## src/rtl/amo_pkg.sv

```systemverilog
package amo_pkg;
  typedef enum logic [3:0] {
    OP_SWAP  = 4'd0,
    OP_ADD   = 4'd1,
    OP_AND   = 4'd2,
    OP_OR    = 4'd3,
    OP_XOR   = 4'd4,
    OP_MIN   = 4'd5,
    OP_MAX   = 4'd6,
    OP_MINU  = 4'd7,
    OP_MAXU  = 4'd8,
    OP_LR    = 4'd9,
    OP_SC    = 4'd10,
    OP_STORE = 4'd11
  } amo_op_e;

  typedef enum logic [2:0] {
    ST_IDLE,
    ST_READ,
    ST_WAIT_READ,
    ST_WRITE,
    ST_WAIT_WRITE,
    ST_DONE
  } amo_state_e;
endpackage

```

## src/rtl/amo_alu.sv

```systemverilog
module amo_alu
  import amo_pkg::*;
#(
  parameter int DW = 32
) (
  input  amo_op_e         op,
  input  logic [DW-1:0]   mem_val,
  input  logic [DW-1:0]   src_val,
  output logic [DW-1:0]   result
);
  logic lt_signed;
  logic lt_unsigned;

  assign lt_signed   = $signed(mem_val) < $signed(src_val);
  assign lt_unsigned = mem_val < src_val;

  always_comb begin
    case (op)
      OP_ADD:  result = mem_val + src_val;
      OP_AND:  result = mem_val & src_val;
      OP_OR:   result = mem_val | src_val;
      OP_XOR:  result = mem_val ^ src_val;
      OP_MIN:  result = lt_signed   ? mem_val : src_val;
      OP_MAX:  result = lt_signed   ? src_val : mem_val;
      OP_MINU: result = lt_unsigned ? mem_val : src_val;
      OP_MAXU: result = lt_unsigned ? src_val : mem_val;
      default: result = src_val;
    endcase
  end
endmodule

```

## src/rtl/amo_resv.sv

```systemverilog
module amo_resv #(
  parameter int AW  = 32,
  parameter int LSB = 2
) (
  input  logic          clk,
  input  logic          rst,
  input  logic          set_en,
  input  logic          clr_all,
  input  logic          wr_done,
  input  logic [AW-1:0] op_addr,
  input  logic [AW-1:0] query_addr,
  output logic          hit
);
  localparam int TW = AW - LSB;

  logic          valid_q;
  logic [TW-1:0] tag_q;

  always_ff @(posedge clk) begin
    if (rst) begin
      valid_q <= 1'b0;
      tag_q   <= '0;
    end else if (clr_all) begin
      valid_q <= 1'b0;
    end else if (wr_done && valid_q && (op_addr[AW-1:LSB] == tag_q)) begin
      valid_q <= 1'b0;
    end else if (set_en) begin
      valid_q <= 1'b1;
      tag_q   <= op_addr[AW-1:LSB];
    end
  end

  assign hit = valid_q && (query_addr[AW-1:LSB] == tag_q);

  AST_SC_DROPS_RESV: assert property (@(posedge clk) disable iff (rst)
    clr_all |=> !valid_q);
  AST_LR_SETS_RESV: assert property (@(posedge clk) disable iff (rst)
    (set_en && !clr_all) |=> valid_q);
endmodule

```

## src/rtl/amo_ctrl.sv

```systemverilog
module amo_ctrl
  import amo_pkg::*;
#(
  parameter int AW   = 32,
  parameter int DW   = 32,
  parameter int XLEN = 64,
  parameter int OPW  = 4
) (
  input  logic            clk,
  input  logic            rst,
  input  logic            req_valid,
  input  logic [OPW-1:0]  req_op,
  input  logic [AW-1:0]   req_addr,
  input  logic [DW-1:0]   req_operand,
  output logic            req_ready,
  output logic            resp_valid,
  output logic [XLEN-1:0] resp_data,
  output logic            resp_misaligned,
  output logic            mem_req,
  output logic            mem_we,
  output logic [AW-1:0]   mem_addr,
  output logic [DW-1:0]   mem_wdata,
  input  logic [DW-1:0]   mem_rdata,
  input  logic            mem_ready,
  output amo_op_e         alu_op,
  output logic [DW-1:0]   alu_src,
  input  logic [DW-1:0]   alu_res,
  input  logic            resv_hit,
  output logic            resv_set,
  output logic            resv_clr_all,
  output logic            resv_wr_done,
  output logic [AW-1:0]   resv_addr
);
  localparam int OFFW = $clog2(DW / 8);

  amo_state_e      state_q;
  amo_op_e         op_q;
  logic [AW-1:0]   addr_q;
  logic [DW-1:0]   opnd_q;
  logic [DW-1:0]   wdata_q;
  logic [XLEN-1:0] rdata_q;
  logic            err_q;

  amo_op_e         in_op;
  logic            in_misal;
  logic            accept;
  logic            rd_phase;
  logic            wr_phase;

  assign in_op    = amo_op_e'(req_op);
  assign in_misal = |req_addr[OFFW-1:0];
  assign accept   = (state_q == ST_IDLE) && req_valid;
  assign rd_phase = (state_q == ST_READ) || (state_q == ST_WAIT_READ);
  assign wr_phase = (state_q == ST_WRITE) || (state_q == ST_WAIT_WRITE);

  always_ff @(posedge clk) begin
    if (rst) begin
      state_q <= ST_IDLE;
      op_q    <= OP_SWAP;
      addr_q  <= '0;
      opnd_q  <= '0;
      wdata_q <= '0;
      rdata_q <= '0;
      err_q   <= 1'b0;
    end else begin
      case (state_q)
        ST_IDLE: begin
          if (req_valid) begin
            op_q   <= in_op;
            addr_q <= req_addr;
            opnd_q <= req_operand;
            err_q  <= in_misal;
            if (in_misal) begin
              rdata_q <= '0;
              state_q <= ST_DONE;
            end else if (in_op == OP_SC) begin
              if (resv_hit) begin
                wdata_q <= req_operand;
                rdata_q <= '0;
                state_q <= ST_WRITE;
              end else begin
                rdata_q <= XLEN'(1);
                state_q <= ST_DONE;
              end
            end else if (in_op == OP_STORE) begin
              wdata_q <= req_operand;
              rdata_q <= '0;
              state_q <= ST_WRITE;
            end else begin
              state_q <= ST_READ;
            end
          end
        end
        ST_READ, ST_WAIT_READ: begin
          if (mem_ready) begin
            rdata_q <= XLEN'(signed'(mem_rdata));
            wdata_q <= alu_res;
            state_q <= (op_q == OP_LR) ? ST_DONE : ST_WRITE;
          end else begin
            state_q <= ST_WAIT_READ;
          end
        end
        ST_WRITE, ST_WAIT_WRITE: begin
          state_q <= mem_ready ? ST_DONE : ST_WAIT_WRITE;
        end
        default: state_q <= ST_IDLE;
      endcase
    end
  end

  assign req_ready       = (state_q == ST_IDLE);
  assign resp_valid      = (state_q == ST_DONE);
  assign resp_data       = rdata_q;
  assign resp_misaligned = err_q;
  assign mem_req         = rd_phase || wr_phase;
  assign mem_we          = wr_phase;
  assign mem_addr        = addr_q;
  assign mem_wdata       = wdata_q;

  assign alu_op  = op_q;
  assign alu_src = opnd_q;

  assign resv_set     = rd_phase && mem_ready && (op_q == OP_LR);
  assign resv_clr_all = accept && !in_misal && (in_op == OP_SC);
  assign resv_wr_done = wr_phase && mem_ready;
  assign resv_addr    = addr_q;

  AST_MISALIGN_NO_ACCESS: assert property (@(posedge clk) disable iff (rst)
    (accept && in_misal) |=> (resp_valid && !mem_req && resp_misaligned));
  AST_RESP_PULSE: assert property (@(posedge clk) disable iff (rst)
    resp_valid |=> (!resp_valid && req_ready));
  AST_ADDR_HELD: assert property (@(posedge clk) disable iff (rst)
    (mem_req && $past(mem_req)) |-> $stable(mem_addr));
  AST_SC_MISS_NO_WRITE: assert property (@(posedge clk) disable iff (rst)
    (accept && !in_misal && (in_op == OP_SC) && !resv_hit) |=> (!mem_req && resp_data == XLEN'(1)));
  AST_BUSY_NOT_READY: assert property (@(posedge clk) disable iff (rst)
    mem_req |-> !req_ready);
endmodule

```

## src/rtl/amo_engine.sv

```systemverilog
module amo_engine
  import amo_pkg::*;
#(
  parameter int AW   = 32,
  parameter int DW   = 32,
  parameter int XLEN = 64,
  parameter int OPW  = 4
) (
  input  logic            clk,
  input  logic            rst,
  input  logic            req_valid,
  input  logic [OPW-1:0]  req_op,
  input  logic [AW-1:0]   req_addr,
  input  logic [DW-1:0]   req_operand,
  output logic            req_ready,
  output logic            resp_valid,
  output logic [XLEN-1:0] resp_data,
  output logic            resp_misaligned,
  output logic            mem_req,
  output logic            mem_we,
  output logic [AW-1:0]   mem_addr,
  output logic [DW-1:0]   mem_wdata,
  input  logic [DW-1:0]   mem_rdata,
  input  logic            mem_ready
);
  localparam int OFFW = $clog2(DW / 8);

  amo_op_e       alu_op;
  logic [DW-1:0] alu_src;
  logic [DW-1:0] alu_res;
  logic          resv_hit;
  logic          resv_set;
  logic          resv_clr_all;
  logic          resv_wr_done;
  logic [AW-1:0] resv_addr;

  amo_ctrl #(.AW(AW), .DW(DW), .XLEN(XLEN), .OPW(OPW)) u_ctrl (
    .clk             (clk),
    .rst             (rst),
    .req_valid       (req_valid),
    .req_op          (req_op),
    .req_addr        (req_addr),
    .req_operand     (req_operand),
    .req_ready       (req_ready),
    .resp_valid      (resp_valid),
    .resp_data       (resp_data),
    .resp_misaligned (resp_misaligned),
    .mem_req         (mem_req),
    .mem_we          (mem_we),
    .mem_addr        (mem_addr),
    .mem_wdata       (mem_wdata),
    .mem_rdata       (mem_rdata),
    .mem_ready       (mem_ready),
    .alu_op          (alu_op),
    .alu_src         (alu_src),
    .alu_res         (alu_res),
    .resv_hit        (resv_hit),
    .resv_set        (resv_set),
    .resv_clr_all    (resv_clr_all),
    .resv_wr_done    (resv_wr_done),
    .resv_addr       (resv_addr)
  );

  amo_alu #(.DW(DW)) u_alu (
    .op      (alu_op),
    .mem_val (mem_rdata),
    .src_val (alu_src),
    .result  (alu_res)
  );

  amo_resv #(.AW(AW), .LSB(OFFW)) u_resv (
    .clk        (clk),
    .rst        (rst),
    .set_en     (resv_set),
    .clr_all    (resv_clr_all),
    .wr_done    (resv_wr_done),
    .op_addr    (resv_addr),
    .query_addr (req_addr),
    .hit        (resv_hit)
  );
endmodule

```

## config.mk

```make
export PLATFORM = sky130hd
export DESIGN_NAME = amo_engine
export DESIGN_NICKNAME = d
export VERILOG_FILES = /design/src/rtl/amo_pkg.sv /design/src/rtl/amo_alu.sv /design/src/rtl/amo_resv.sv /design/src/rtl/amo_ctrl.sv /design/src/rtl/amo_engine.sv
export SDC_FILE = /design/constraint.sdc
export NUM_CORES = 1
export LEC_CHECK = 0
export BUFFER_PORTS_ARGS = -buffer_cell sky130_fd_sc_hd__buf_4
export CORE_MARGIN = 2
export CORE_UTILIZATION = 62
export DETAILED_ROUTE_END_ITERATION = 8
export HOLD_SLACK_MARGIN = 0.03
export PLACE_DENSITY = 0.88
export SYNTH_ARGS = -nofsm -noshare
export SYNTH_HDL_FRONTEND = slang
export SYNTH_HIERARCHICAL = 1
export SYNTH_SLANG_ARGS = --single-unit
```

## constraint.sdc

```tcl
create_clock -name clk -period 5.7 [get_ports clk]
set_clock_uncertainty 0.15 [all_clocks]
set_input_delay 1.14 -clock clk [delete_from_list [all_inputs] [get_ports clk]]
set_output_delay 1.14 -clock clk [all_outputs]
set_load 0.02 [all_outputs]
```

==> reports/results.tsv <==
stage	metric	value	unit
timing	max_slew headroom	17.37	%
placed_design	placed cells	1919	
setup_path	Worst EP arrival	4770	ps
power_and_ir_drop	sw frac	48.14	%
setup_path	critical path endpoint category	flop	
setup_path	CP Buf/Inv Count	3	
clock_network	postcts setup bufs	0	
floorplanning	# IOs	237	
power_and_ir_drop	clock network power share	17.6	%
final_layout	fin cells	1951	
setup_path	crit start category	input port	
logic_synthesis	Post-Syn Instances	1577	
clock_network	# resized after CTS	0	
clock_network	clock buffer depth	2	
timing	RSZ-0062 raised after global routing	no	
logic_synthesis	cell area after synthesis	12510	um^2
setup_path	Worst path max stage delay	610	ps
route	Antenna Nets Post-Route	0	
clock_network	TritonCTS Sinks	167	
global_routing	met3 usage	8.656	%
floorplanning	row count	51	
timing	Slew @ Worst Pin	1239	ps
global_routing	met1 usage	42.10	%
global_routing	gr usage total	35.01	%
floorplanning	DIE AREA	21320	um^2
min_path	hold_sp	u_ctrl/mem_addr[0]$_SDFFE_PP0P_	
global_routing	vias in the first global route	11937	
setup_path	Critical Path Source	mem_rdata[11]	
timing	Setup TNS	0	ps
placed_design	pre-CTS worst setup slack	749.0	ps
run	Max Cap Violations	0	
clock_network	clock transition at the registers of the reported paths	60	ps
setup_path	reg-to-reg startpoint	u_ctrl/alu_src[11]$_SDFFE_PP0P_	
placed_design	# port buffers	236	
placed_design	Placer Congestion	0.9677	
logic_synthesis	Yosys warnings	6	
setup_path	CP max FO	14	
timing	fin crit period	4574	ps
global_routing	first-pass GRT wire length	61200	um
route	wire per inst	19.83	um
floorplanning	core area	19650	um^2
floorplanning	die height	146.0	um
route	post-DR vias/cell	6.320	
setup_path	CP max-delay cell	or4_1	
timing	maximum clock frequency	0.2186	GHz
global_routing	initial antenna violation count	1	
final_layout	# nets final	1874	
setup_path	Critical Path RT	5900	ps
clock_network	CTS tree	built	
global_routing	most used routing layer	met2	
timing	Final Hold Viols	0	
floorplanning	DIE WIDTH	146.0	um
route	routed vias	12331	
power_and_ir_drop	Power Dens Cells	468.8	nW/um^2
setup_path	CP cell instances	buf_4 -> inv_1 -> ha_1 -> or4_1 -> a211oi_2 -> o31ai_1 -> a21oi_4 -> mux2_4 -> o211ai_4 -> buf_4 -> a221o_1 -> a32oi_1 -> o31ai_1 -> mux2i_1 -> a211oi_2	
floorplanning	initial cell density of the core	63.64	%
clock_network	worst skew pair latency	440	ps
final_layout	Area Overhead vs Synth	14.97	%
clock_network	CTS Buf Count	17	
clock_network	CTS hold repair buffers	0	
route	DR iter-0 viols	1064	
route	drt total wl	38700	um
route	final routed DRC violation total	0	
power_and_ir_drop	P_sw	3.245	mW
global_routing	GR Util met2	58.37	%
logic_synthesis	syn avg cell area	7.931	um^2
setup_path	Top delay family on crit path	compound AO/OA/AOI/OAI gates	
route	TritonRoute pass-1 iters	6	
logic_synthesis	Post-Syn Nets	1778	
clock_network	H-Tree Level Count	4	
power_and_ir_drop	combinational power share	57.0	%
min_path	Hold Crit Class	reg -> reg	
placed_design	detailed placement HPWL	26200	um
power_and_ir_drop	Worst VDD drop	0.3571	mV
timing	max-slew violations	0	
setup_path	Worst Path Class, Setup	in -> reg	
clock_network	clock root cell	clkbuf_16	
final_layout	Core Util, Final	73.16	%
power_and_ir_drop	Sequential Power Share	25.4	%
global_routing	largest net degree at the start of global routing	164	
status	status	completed	
power_and_ir_drop	cell internal pwr	3.495	mW
timing	fin crit share	80.24	%
global_routing	grt total ovfl	0	
final_layout	share of cells above drive strength 1	20.36	%
timing	Final setup viols	0	
timing	slack of the critical path	1126	ps
power_and_ir_drop	Leak	5.826	nW
## final cells by class
| cell class | count | area [um^2] |
|---|---|---|
| inverter | 85 | 319.1 |
| multi-input combinational | 1150 | 7889 |
| clock inverter | 13 | 146.4 |
| timing repair buffer | 252 | 1908 |
| clock buffer | 18 | 439.2 |
| antenna | 1 | 2.502 |
| sequential | 167 | 3343 |
| tap | 265 | 331.6 |
| fill | 1544 | 5275 |
## state kept, by name, indices dropped and copies added, names as in the netlist
signal,flops
u_ctrl/resp_misaligned,1
u_ctrl/alu_src,32
u_ctrl/state_q,3
u_ctrl/mem_wdata,32
u_ctrl/alu_op,4
u_resv/tag_q,30
u_resv/valid_q,1
u_ctrl/resp_data,32
u_ctrl/mem_addr,32
## cell usage in the layout, fill, tap and decap left out, types with 17 or more instances in the layout
| cell | instances |
|---|---|
| clkbuf_16 | 17 |
| a21oi_1 | 166 |
| a211oi_2 | 31 |
| nand2_1 | 195 |
| buf_4 | 250 |
| xnor2_1 | 62 |
| nand2b_1 | 64 |
| mux2i_1 | 67 |
| o21ai_0 | 82 |
| ha_1 | 96 |
| a31oi_1 | 37 |
| nor2_1 | 59 |
| a221oi_1 | 26 |
| nand4_1 | 48 |
| inv_1 | 84 |
| dfxtp_1 | 167 |
| a21o_1 | 17 |
## metal layers
metal | part of all wire [%] | wire (um)
met1 | 38 | 14690
met2 | 47 | 18260
met3 | 10 | 3901
met4 | 4.8 | 1843
met5 | 0 | 0
## power by group through the flow
stage | Sequential (mW) | Combinational [mW] | Clock, mW
5_1_grt | 1.75 | 4.07 | 1.25
3_3_place_gp | 1.71 | 3.63 | 0
6_report | 1.71 | 3.84 | 1.19
3_5_place_dp | 1.72 | 3.73 | 0
4_1_cts | 1.70 | 3.75 | 1.20
2_1_floorplan | 1.87 | 2.50 | 0
## worst register-to-register path, delay by kind of cell, from the launching register on
family / cells / cell delay, ps
buffers and inverters: 2 / 380
flip-flops: 1 / 390
adder cells (fa/ha/maj): 1 / 380
multiplexers: 2 / 490
AO/OA/AOI/OAI: 8 / 1680
AND/OR/NAND/NOR: 1 / 610
## per-stage QoR
| step | hold WS, ps | power (mW) | cell area (um^2) |
|---|---|---|---|
| floorplan | 298.5 | 4.369 | 12510 |
| global placement | 295.4 | 5.335 | 13790 |
| detailed placement | 308.1 | 5.451 | 13790 |
| CTS | 318.1 | 6.651 | 14380 |
| global route | 341.9 | 7.073 | 14380 |
| finish | 314.8 | 6.741 | 14380 |
## worst paths after layout
check                           depth (start not counted)                                end  slack [ps]
worst max-delay path                                   15  u_ctrl/mem_wdata[29]$_SDFFE_PP0P_        1130
worst min-delay path                                    2    u_ctrl/mem_addr[0]$_SDFFE_PP0P_         310
worst max register to register                         14  u_ctrl/mem_wdata[29]$_SDFFE_PP0P_        1520
worst min register to register                          2    u_ctrl/mem_addr[0]$_SDFFE_PP0P_         310
Power figures use the tool's default switching activity.
